[src/rtl/len_splitter_pkg.sv]
package len_splitter_pkg;
  localparam int FIELD_W   = 8;   // width of the count / exponent field
  localparam int XFER_BIT  = 8;   // data-transfer flag position
  localparam int EXP_BIT   = 9;   // exponent flag position
  localparam int CTRL_LSB  = 10;  // first bit copied from the base word
  localparam int IMM_LIMIT = 255; // largest immediate count
  localparam int EXP_MIN   = 8;   // smallest exponent ever emitted
endpackage

[src/rtl/len_splitter_scan.sv]
// Finds the lowest set bit at or above EXP_MIN in the remaining length.
module len_splitter_scan
  import len_splitter_pkg::*;
#(
  parameter int LEN_W = 16
) (
  input  logic [LEN_W-1:0]   rem,
  output logic               hi_nz,
  output logic [FIELD_W-1:0] exp_idx
);
  always_comb begin
    hi_nz   = 1'b0;
    exp_idx = FIELD_W'(EXP_MIN);
    for (int k = LEN_W - 1; k >= EXP_MIN; k--) begin
      if (rem[k]) begin
        hi_nz   = 1'b1;
        exp_idx = FIELD_W'(k);
      end
    end
  end
endmodule

[src/rtl/len_splitter_fmt.sv]
// Builds the current command word, its byte count and the next remainder.
module len_splitter_fmt
  import len_splitter_pkg::*;
#(
  parameter int LEN_W = 16,
  parameter int CMD_W = 20
) (
  input  logic [LEN_W-1:0]   rem,
  input  logic [CMD_W-1:0]   base,
  input  logic               round4,
  input  logic               hi_nz,
  input  logic [FIELD_W-1:0] exp_idx,
  output logic [CMD_W-1:0]   word,
  output logic [LEN_W-1:0]   bytes,
  output logic               last,
  output logic [LEN_W-1:0]   rem_next
);
  logic [FIELD_W:0]   imm_raw;
  logic [FIELD_W:0]   imm_up;
  logic               use_exp;
  logic [FIELD_W-1:0] field;

  always_comb begin
    imm_raw = {1'b0, rem[FIELD_W-1:0]};
    imm_up  = round4 ? ((imm_raw + (FIELD_W+1)'(3)) & ~(FIELD_W+1)'(3)) : imm_raw;

    if (hi_nz) begin
      use_exp = 1'b1;
      field   = exp_idx;
      bytes   = LEN_W'(1) << exp_idx;
      last    = (rem == bytes);
    end else if (imm_up[FIELD_W]) begin
      use_exp = 1'b1;
      field   = FIELD_W'(EXP_MIN);
      bytes   = LEN_W'(1) << EXP_MIN;
      last    = 1'b1;
    end else begin
      use_exp = 1'b0;
      field   = imm_up[FIELD_W-1:0];
      bytes   = LEN_W'(imm_up);
      last    = 1'b1;
    end

    rem_next = last ? '0 : (rem - bytes);

    word                          = '0;
    word[CMD_W-1:CTRL_LSB]        = base[CMD_W-1:CTRL_LSB];
    word[EXP_BIT]                 = use_exp;
    word[XFER_BIT]                = 1'b1;
    word[FIELD_W-1:0]             = field;
  end
endmodule

[src/rtl/len_splitter.sv]
module len_splitter
  import len_splitter_pkg::*;
#(
  parameter int LEN_W = 16,
  parameter int CMD_W = 20
) (
  input  logic             clk,
  input  logic             rst_n,
  input  logic             req_start,
  input  logic [LEN_W-1:0] req_len,
  input  logic [CMD_W-1:0] req_base,
  input  logic             req_round4,
  output logic             busy,
  output logic             done,
  output logic             ent_valid,
  input  logic             ent_ready,
  output logic [CMD_W-1:0] ent_word,
  output logic [LEN_W-1:0] ent_bytes
);
  logic               busy_q;
  logic               done_q;
  logic               r4_q;
  logic [LEN_W-1:0]   rem_q;
  logic [CMD_W-1:0]   base_q;
  logic               hi_nz;
  logic [FIELD_W-1:0] exp_idx;
  logic               last;
  logic [LEN_W-1:0]   rem_next;
  logic               take;

  len_splitter_scan #(.LEN_W(LEN_W)) u_scan (
    .rem     (rem_q),
    .hi_nz   (hi_nz),
    .exp_idx (exp_idx)
  );

  len_splitter_fmt #(.LEN_W(LEN_W), .CMD_W(CMD_W)) u_fmt (
    .rem      (rem_q),
    .base     (base_q),
    .round4   (r4_q),
    .hi_nz    (hi_nz),
    .exp_idx  (exp_idx),
    .word     (ent_word),
    .bytes    (ent_bytes),
    .last     (last),
    .rem_next (rem_next)
  );

  assign take = busy_q && ent_ready;

  always_ff @(posedge clk) begin
    if (!rst_n) begin
      busy_q <= 1'b0;
      done_q <= 1'b0;
      r4_q   <= 1'b0;
      rem_q  <= '0;
      base_q <= '0;
    end else begin
      done_q <= 1'b0;
      if (!busy_q) begin
        if (req_start) begin
          if (req_len == '0) begin
            done_q <= 1'b1;
          end else begin
            busy_q <= 1'b1;
            rem_q  <= req_len;
            base_q <= req_base;
            r4_q   <= req_round4;
          end
        end
      end else if (take) begin
        rem_q <= rem_next;
        if (last) begin
          busy_q <= 1'b0;
          done_q <= 1'b1;
        end
      end
    end
  end

  assign busy      = busy_q;
  assign done      = done_q;
  assign ent_valid = busy_q;
endmodule

[config.mk]
export PLATFORM = sky130hd
export DESIGN_NAME = len_splitter
export DESIGN_NICKNAME = d
export VERILOG_FILES = /design/src/rtl/len_splitter_pkg.sv /design/src/rtl/len_splitter_scan.sv /design/src/rtl/len_splitter_fmt.sv /design/src/rtl/len_splitter.sv
export SDC_FILE = /design/constraint.sdc
export NUM_CORES = 1
export LEC_CHECK = 0
export BUFFER_PORTS_ARGS = -buffer_cell sky130_fd_sc_hd__clkbuf_2
export CORE_MARGIN = 8
export CORE_UTILIZATION = 26
export CTS_CLUSTER_DIAMETER = 40
export DETAILED_ROUTE_END_ITERATION = 8
export PLACE_DENSITY_LB_ADDON = 0.25
export RECOVER_POWER = 50
export SLEW_MARGIN = 30
export SYNTH_ARGS = -nofsm -noshare
export SYNTH_HDL_FRONTEND = slang
export SYNTH_SLANG_ARGS = --single-unit
[constraint.sdc]
create_clock -name clk -period 5.15 [get_ports clk]
set_clock_uncertainty 0.15 [all_clocks]
set_input_delay 0.7725 -clock clk [delete_from_list [all_inputs] [get_ports clk]]
set_output_delay 0.7725 -clock clk [all_outputs]
set_load 0.03 [all_outputs]
==> impl.org, run 1 <==
** Routing
- For this block, the initial DRC count from the detailed router was 94.
- For this block, the routed nets add up to 7700 um of wire.
- After detailed routing, the number of vias per cell comes to 4.92.
- After detailed routing, the average wire length per cell comes to 15.1 um.
- The first detailed-routing pass took 4 iterations.
- After detailed routing, the number of remaining DRC violations is 0.
- The count of nets left with antenna violations once routing finished came out at 0.
- Detailed-route via count :: 2510

** Clock tree
- Setup repair bufs after CTS :: 0
- At the later pin of the worst-skew pair, clock insertion delay measures 0.28 ns.
- TritonCTS built the clock tree.
- Hold repair after CTS inserted 0 buffers.
- Clock-pin slew was measured on the worst setup and hold paths at 0.07 ns.
- TritonCTS Buffers :: 5
- The cell sitting at the root of the clock tree is a sky130_fd_sc_hd__clkbuf_8.
- Deepest level of the CTS H-tree :: 2
- Sink count of the clock tree :: 29
- Quantity of gates resized following cts :: 0
- Max Root-Sink Buffers :: 2

** Floorplan
- Core Region :: 9640 um2
- Area of the die :: 13200 um2
- The floorplan step set the die width to 115 um.
- Top Ports :: 80
- Effective utilization at floorplan :: 26.5%
- The floorplan step set the die height to 115 um.
- Placement Rows :: 36

** Timing
- The total count of max-transition violations in the final report was 17.
- For the pin with the worst max-slew slack, the measured transition is 1.93 ns.
- After layout, the worst path uses 75.2% of the clock period.
- Counting I/O delays and the setup requirement, the final critical path takes 3.87 ns.
- Adding up every negative setup slack in the final design gives 0 ns.
- The count of endpoints failing hold in the final timing report was 0.
- Total setup violations reported at the end of the flow :: 0
- Worst slew slack as a fraction of its limit :: -30.4%
- Highest attainable clock frequency :: 0.258 GHz
- Worst path setup slack after routing :: 1.28 ns
- Setup repair after global routing left no endpoint under its margin.

** Yosys
- Most frequently used flop master after synthesis :: sky130_fd_sc_hd__dfxtp_1
- Dominant cell type by area after synthesis :: sky130_fd_sc_hd__dfxtp_1
- In the synthesized netlist the async set-or-reset flop fraction comes to 0%.
- After synthesis the cells add up to 2550 um2.
- In the synthesized netlist, the number of instances is 320.
- Number of warnings issued by yosys :: 0
- The synthesized design contains 29 register bits.
- Yosys mapped a number of flops with a built-in enable equal to 0.
- In the post-synthesis netlist, the biggest area contributors are sky130_fd_sc_hd__dfxtp_1 23%, sky130_fd_sc_hd__ha_1 6.9%, sky130_fd_sc_hd__o21ai_0 4.5%, sky130_fd_sc_hd__mux2i_1 4.3%, sky130_fd_sc_hd__inv_1 3.7%.
- Of the post-synthesis cell area, the dominant cell type holds 22.7%.
- When the netlist entered floorplanning its net count stood at 376.
- Fraction of the yosys area taken by sequential cells :: 22.7%
- Average instance area after synthesis :: 7.98 um2
- Synth cell types :: 66

** Placed design
- DP Wirelength :: 6140 um
- Number of port buffers :: 68
- Post-Place Worst Slack :: 1.51 ns
- Weighted congestion at the end of routability-driven global placement :: 0.818

** Critical path
- The worst register-to-register path ends at rem_q[10].
- Startpoint kind of the worst setup timing path :: flop
- Stages on the worst setup path :: 12
- Setup crit start :: rem_q[9]
- Cell depth of the worst flop-to-flop path :: 12
- For this run, the slowest stage of the critical path takes 0.47 ns.
- Worst path top cell family by delay :: simple AND/OR/NAND/NOR gates
- The worst register-to-register path begins at rem_q[9].
- CP max FO :: 12
- The setup check on the worst reg-to-reg path leaves a slack of 1.28 ns.
- Cell Chain, Critical Path :: nor2_1 -> nand3_1 -> nor3_1 -> ha_1 -> inv_1 -> fa_1 -> a211oi_1 -> o21ai_0 -> nand2_1 -> o31ai_1 -> mux2_2 -> nor3_2
- By startpoint and endpoint, the worst setup path is classified as reg -> reg.
- Data on the critical path is required at its endpoint by 5.21 ns.
- CP max stage cell :: sky130_fd_sc_hd__nand3_1
- STA classifies the critical path endpoint as a flop.
- Buf/Inv on CP :: 1
- For the worst setup path, the data arrival time is 3.93 ns.
- The most critical setup path has its endpoint at rem_q[10].

** Global routing
- The first global-routing pass estimated 12600 um of wire.
- Remaining Overflow, GRT :: 0
- Largest net degree at the start of global routing :: 33
- Initial antenna violation count :: 0
- The number of global-route vias before repair is 2506.
- Total routing usage reported by global routing :: 11.8%

** Outcome
- Failing checks :: max-capacitance violations, max-slew violations
- The run finished, with violations left.

** Power
- Switch Pwr :: 0.546 mW
- IR analysis of the VDD net gives a maximum drop of 0.162 mV.
- The internal portion of the total power is 0.655 mW.
- Clock Power Share :: 20.7%
- For this design the ratio of total power to cell area is 398 nW/um2.
- Sequential share of power :: 24.8%
- Leakage power of the design :: 1.29 nW
- Switching fraction of total power :: 45.4%
- Gate power share :: 54.5%

** Min path
- Min-delay worst type :: reg -> reg

** Cells and area
- Area added between synthesis and finish :: 18.2%
- Nets :: 432
- Cells with a size suffix above 1 make up 20.7% of the layout.
- Antenna Cells :: 0

** Job
- Max-cap violations in this run came to 1.
[worst reg2reg max path, stage by stage, from the launching register on]
cell,delay [ns]
sky130_fd_sc_hd__dfxtp_1,0.42
sky130_fd_sc_hd__nor2_1,0.40
sky130_fd_sc_hd__nand3_1,0.47
sky130_fd_sc_hd__nor3_1,0.40
sky130_fd_sc_hd__ha_1,0.26
sky130_fd_sc_hd__inv_1,0.06
sky130_fd_sc_hd__fa_1,0.42
sky130_fd_sc_hd__a211oi_1,0.34
sky130_fd_sc_hd__o21ai_0,0.14
sky130_fd_sc_hd__nand2_1,0.20
sky130_fd_sc_hd__o31ai_1,0.11
sky130_fd_sc_hd__mux2_2,0.29
sky130_fd_sc_hd__nor3_2,0.15
[routing by layer]
metal  vias to the layer above  global-route usage (%)  share of wire, %
li1                       1272                       -                 -
met1                      1145                    15.9                47
met2                        91                    17.7                41
met3                         2                    4.15                11
met4                         0                    2.36              0.30
met5                         -                       0                 0
[metrics by stage]
step | utilization (%) | instance area, um2 | hold WS [ns] | instances | total power [mW]
floorplan | - | 2550 | 0.376 | 320 | 0.816
global placement | 30.5 | 2940 | 0.346 | 502 | 0.960
detailed placement | 30.6 | 2950 | 0.360 | 502 | 0.963
CTS | 31.9 | 3070 | 0.380 | 510 | 1.22
global route | 31.3 | 3020 | 0.411 | 510 | 1.30
finish | 31.3 | 3020 | 0.373 | 510 | 1.20
[layout make-up]
class                      count  area [um2]
clock buffer                   6        82.6
inverter                      25        93.8
sequential                    29         581
multi-input combinational    246        1730
timing repair buffer          69         324
fill                        1081        6620
clock inverter                 2        37.5
tap                          133         166
[cells in the mapped netlist, types with 3 or more instances]
library cell and n:
sky130_fd_sc_hd__clkbuf_1 4, sky130_fd_sc_hd__a221oi_1 4, sky130_fd_sc_hd__nor2b_1 15, sky130_fd_sc_hd__o31ai_1 4, sky130_fd_sc_hd__inv_1 25, sky130_fd_sc_hd__mux2i_1 11, sky130_fd_sc_hd__xor2_1 4, sky130_fd_sc_hd__nand2b_1 6
sky130_fd_sc_hd__ha_1 14, sky130_fd_sc_hd__buf_2 7, sky130_fd_sc_hd__buf_4 7, sky130_fd_sc_hd__xnor2_1 8, sky130_fd_sc_hd__a32oi_1 4, sky130_fd_sc_hd__a21o_1 3, sky130_fd_sc_hd__nand3_1 7, sky130_fd_sc_hd__a21oi_1 17
sky130_fd_sc_hd__o21a_1 7, sky130_fd_sc_hd__nor3_1 8, sky130_fd_sc_hd__a221oi_2 3, sky130_fd_sc_hd__nor2_1 21, sky130_fd_sc_hd__or2_2 4, sky130_fd_sc_hd__o21ai_1 9, sky130_fd_sc_hd__nand2_1 14, sky130_fd_sc_hd__nor4_2 4
sky130_fd_sc_hd__nor3b_1 4, sky130_fd_sc_hd__o21ai_0 23, sky130_fd_sc_hd__and3_1 3, sky130_fd_sc_hd__dfxtp_1 29, sky130_fd_sc_hd__nor4_1 4
[kinds of logic after synthesis]
| logic type | after synthesis | synth area share, % |
|---|---|---|
| flip-flops | 29 | 22.7 |
| multiplexers | 13 | 5.19 |
| other | 1 | 0.147 |
| AND/OR/NAND/NOR | 106 | 24.4 |
| buffers and inverters | 45 | 8.57 |
| AO/OA/AOI/OAI | 99 | 27.1 |
| XOR/XNOR | 12 | 4.12 |
| adder cells (fa/ha/maj) | 15 | 7.64 |
[state kept, by name, summed over array words and instances, names as in the netlist]
signal / count
done: 1
r4_q: 1
busy: 1
rem_q: 16
base_q: 10
[power groups by stage]
stage	Clock [mW]	Combinational, mW	Sequential [mW]
5_1_grt	0.265	0.727	0.304
6_report	0.249	0.655	0.298
3_5_place_dp	0	0.660	0.303
4_1_cts	0.255	0.664	0.298
2_1_floorplan	0	0.522	0.294
3_3_place_gp	0	0.658	0.302
[cells in the final DEF, fill, tap and decap left out, types with 4 or more instances in the layout]
cell,Yosys,layout
sky130_fd_sc_hd__clkbuf_2,0,49
sky130_fd_sc_hd__dfxtp_1,29,29
sky130_fd_sc_hd__inv_1,25,25
sky130_fd_sc_hd__o21ai_0,23,23
sky130_fd_sc_hd__nor2_1,21,22
sky130_fd_sc_hd__clkbuf_1,4,19
sky130_fd_sc_hd__a21oi_1,17,17
sky130_fd_sc_hd__nor2b_1,15,15
sky130_fd_sc_hd__nand2_1,14,14
sky130_fd_sc_hd__ha_1,14,14
sky130_fd_sc_hd__mux2i_1,11,11
sky130_fd_sc_hd__o21ai_1,9,9
sky130_fd_sc_hd__nand3_1,7,8
sky130_fd_sc_hd__xnor2_1,8,8
sky130_fd_sc_hd__nor3_1,8,8
sky130_fd_sc_hd__o21a_1,7,7
sky130_fd_sc_hd__nand2b_1,6,6
sky130_fd_sc_hd__clkbuf_8,0,6
sky130_fd_sc_hd__nor4_1,4,5
sky130_fd_sc_hd__o31ai_1,4,4
sky130_fd_sc_hd__xor2_1,4,4
sky130_fd_sc_hd__or2_2,4,4
sky130_fd_sc_hd__a221oi_1,4,4
sky130_fd_sc_hd__a32oi_1,4,4
sky130_fd_sc_hd__nor3b_1,4,4
[worst min path at each step]
stage,start,slack (ns),cells after the start,end
2_1_floorplan,rem_q[3],0.38,2,rem_q[3]
3_3_place_gp,base_q[11],0.35,2,base_q[11]
3_5_place_dp,base_q[13],0.36,2,base_q[13]
4_1_cts,base_q[13],0.38,2,base_q[13]
5_1_grt,base_q[10],0.41,2,base_q[10]
6_report,base_q[13],0.37,2,base_q[13]
No activity file was read; power rests on OpenSTA's default activity.
==> run 2: changes to the inputs <==
==> constraint.sdc (replaced) <==
create_clock -name clk -period 3.5 [get_ports clk]
set_clock_uncertainty 0.15 [all_clocks]
set_input_delay 0.525 -clock clk [delete_from_list [all_inputs] [get_ports clk]]
set_output_delay 0.525 -clock clk [all_outputs]
set_load 0.03 [all_outputs]
==> run 2 against run 1 <==
  * The run now ends clean
  * Core utilization up 1.6 points
  * Maximum frequency is 16% higher
  * Highest routed layer unchanged
  * Power rose by 53%
  * Routed wire length grew 3.9%
  * Critical path depth decreased by 1
  * Critical path type unchanged
  * Hold slack worse by 0.015 ns
  * Clock power increased by 46%
  * Setup slack got worse by 1.1 ns
  * Largest power group unchanged
==> impl.org, run 2 (synthesized netlist as in run 1, its figures left out) <==
** Clock tree
- For the worst-skew pair, the clock arrives at the later sink with an insertion delay of 0.28 ns.
- Clock edge transition at the registers on the reported setup and hold paths :: 0.07 ns
- TritonCTS built the clock tree.
- The longest clock path from root to sink contains 2 buffers.
- TritonCTS Buffers :: 5
- CTS placed an instance of sky130_fd_sc_hd__clkbuf_8 at the clock tree root.
- The H-tree was split into 2 levels.
- Sink count of the clock tree :: 29

** Critical path
- CP max FO :: 8
- WS Path Type :: reg -> reg
- Data arrives at the worst endpoint at 3.41 ns.
- Buf/Inv on CP :: 0
- Slowest cell delay on critical path :: 0.50 ns
- STA classifies the critical path startpoint as a flop.
- Worst path top cell family by delay :: simple AND/OR/NAND/NOR gates
- The slowest stage of the critical path is the sky130_fd_sc_hd__o21ai_1 cell.
- Endpoint type of the worst setup path :: flop
- Traced cell by cell, the critical path runs through nor4_4 -> nand3_4 -> nand2b_1 -> or2_1 -> ha_1 -> o21a_1 -> o31a_1 -> o21ai_1 -> nor2_1 -> mux2_1 -> o2bb2ai_1.
- Data required time at the worst endpoint :: 3.56 ns

** Floorplan
- The floorplan step defined a die boundary enclosing 13200 um2.
- 80 I/O pins were placed.
- Row generation in the floorplan step produced 36 rows.
- The floorplan step set the die height to 115 um.
- The floorplan step set the die width to 115 um.
- The region available for standard cell placement spans 9640 um2.
- Effective utilization at floorplan :: 26.5%

** Power
- In this run, flip-flops and latches consume 22.2% of the power.
- The analysis attributes to cell leakage a power of 1.39 nW.
- Combinational logic is responsible for 58.0% of the overall power.
- Total internal power :: 1.01 mW
- Switching fraction of total power :: 45.1%
- The clock network burns 19.7% of the power.
- VDD sags by at most 0.248 mV.
- Total power density per cell area :: 581 nW/um2
- Switch Pwr :: 0.829 mW

** Routing
- Residual DRC :: 0
- DR vias/cell :: 4.94
- The count of nets left with antenna violations once routing finished came out at 0.
- The pre-antenna-repair detailed-routing pass consisted of 4 iterations.
- The routed layout has 2598 vias.
- Wire length per cell after detailed routing :: 15.2 um
- Starting DRT DRC Count :: 182
- For this block, the routed nets add up to 8010 um of wire.

** Timing
- Worst Max-Slew Pin Slew :: 0.975 ns
- Max-slew violation total from the final report :: 0
- The worst path needs 3.35 ns of the cycle, external delays included.
- Final hold analysis gives a worst-case slack of 0.357 ns.
- The count of endpoints failing hold in the final timing report came to 0.
- Setup violations remaining at the end of the flow were counted as 0.
- Worst slew slack as a fraction of its limit :: 35.0%
- Derived from the worst setup path, the maximum achievable clock frequency is 0.298 GHz.
- Tcrit/Tclk final :: 95.8%

** Global routing
- Total routing usage reported by global routing :: 12.3%
- Initial antenna violation count :: 0
- For this run the aggregate overflow at the end of global routing stands at 0.
- The first global-routing pass estimated 13000 um of wire.
- Via count of the first global-routing pass :: 2537
- Entering global routing, the biggest net connects 33 pins.

** Cells and area
- Total non-filler cell area in the finished layout :: 3170 um2
- The library cells used most frequently in the layout, excluding fill and tap cells, are 53 x sky130_fd_sc_hd__clkbuf_2, 29 x sky130_fd_sc_hd__dfxtp_1, 25 x sky130_fd_sc_hd__inv_1.
- The number of antenna diodes in the final layout is 0.
- Top reg by flops :: rem_q
- The post-route netlist has 25.4% of its cells at a drive strength greater than 1.
- Flip-flop count of the largest register after layout :: 16
- Leading cell type in the layout, fill and taps excluded :: sky130_fd_sc_hd__clkbuf_2
- For this run, the post-layout net count is 448.
- The area growth from synthesis to layout is 24.1%.
- The largest registers in the layout are rem_q: 16 flops, base_q: 10 flops.

** Min path
- In this run the worst hold path is classified as in -> reg.

** Outcome
- The flow ran to the end, and the final reports show no timing, DRC or antenna violations.

** Placed design
- Placed cell area :: 3060 um2
- DP Wirelength :: 6380 um
- Port buffering added 68 buffers.
- Weighted congestion at the end of routability-driven global placement :: 0.853

** Job
- Max-cap violations in this run came to 0.
==> run 2: changes by cell type in the layout (fill, tap and decap cells not counted), sizes merged <==
cell | before | now
buf | 1 | 16
clkbuf | 74 | 76
clkinvlp | 1 | 0
==> run 2: area by class of cell <==
cell class / count / area [um2]
multi-input combinational: 246 / 1770
sequential: 29 / 581
clock buffer: 7 / 86.3
tap: 133 / 166
clock inverter: 1 / 30.0
timing repair buffer: 85 / 445
fill: 1076 / 6470
inverter: 25 / 93.8
==> run 2: repair_timing <==
action / CTS / global route
buffers inserted: 0 / 1
hold buffers: 0 / 0
endpoints found under the setup margin: 0 / 6
resized for setup: 0 / 2
==> run 2: power groups by stage <==
stage / clock network, mW / registers (mW) / logic [mW]
after global placement: 0 / 0.416 / 1.05
after floorplan: 0 / 0.433 / 0.769
after global routing: 0.390 / 0.414 / 1.17
after detailed placement: 0 / 0.416 / 1.05
final: 0.363 / 0.409 / 1.07
after CTS: 0.370 / 0.409 / 1.05
==> run 2: worst paths after layout <==
path	from	slack [ns]	depth (start not counted)	end
worst max register to register	rem_q[15]	0.15	11	rem_q[11]
worst min register to register	base_q[13]	0.37	2	base_q[13]
worst min-delay path	req_base[14]	0.36	3	base_q[14]
worst max-delay path	rem_q[15]	0.15	11	rem_q[11]
==> run 2: metrics by stage <==
step	utilization (%)	total power, mW	worst slack, ns	setup TNS (ns)	cells
2_1_floorplan	-	1.20	0.116	0	320
3_3_place_gp	31.7	1.46	0.0779	0	517
3_5_place_dp	31.7	1.46	0.0748	0	517
4_1_cts	33.0	1.83	0.0249	0	525
5_1_grt	32.9	1.97	-0.0161	-0.0323	526
6_report	32.9	1.84	0.149	0	526
==> run 2: tightest hold or removal path, delay by kind of cell <==
family / cells / cell delay [ns]
simple gates: 1 / 0.09
buf+inv: 1 / 0.07
mux: 1 / 0.06
==> run 2: metal layers <==
layer | GRT usage [%] | part of all wire (%) | vias up
met2 | 19.4 | 43 | 104
met5 | 0 | 0 | -
met4 | 2.98 | 1.2 | 0
met1 | 15.8 | 46 | 1178
li1 | - | - | 1306
met3 | 3.89 | 8.8 | 10
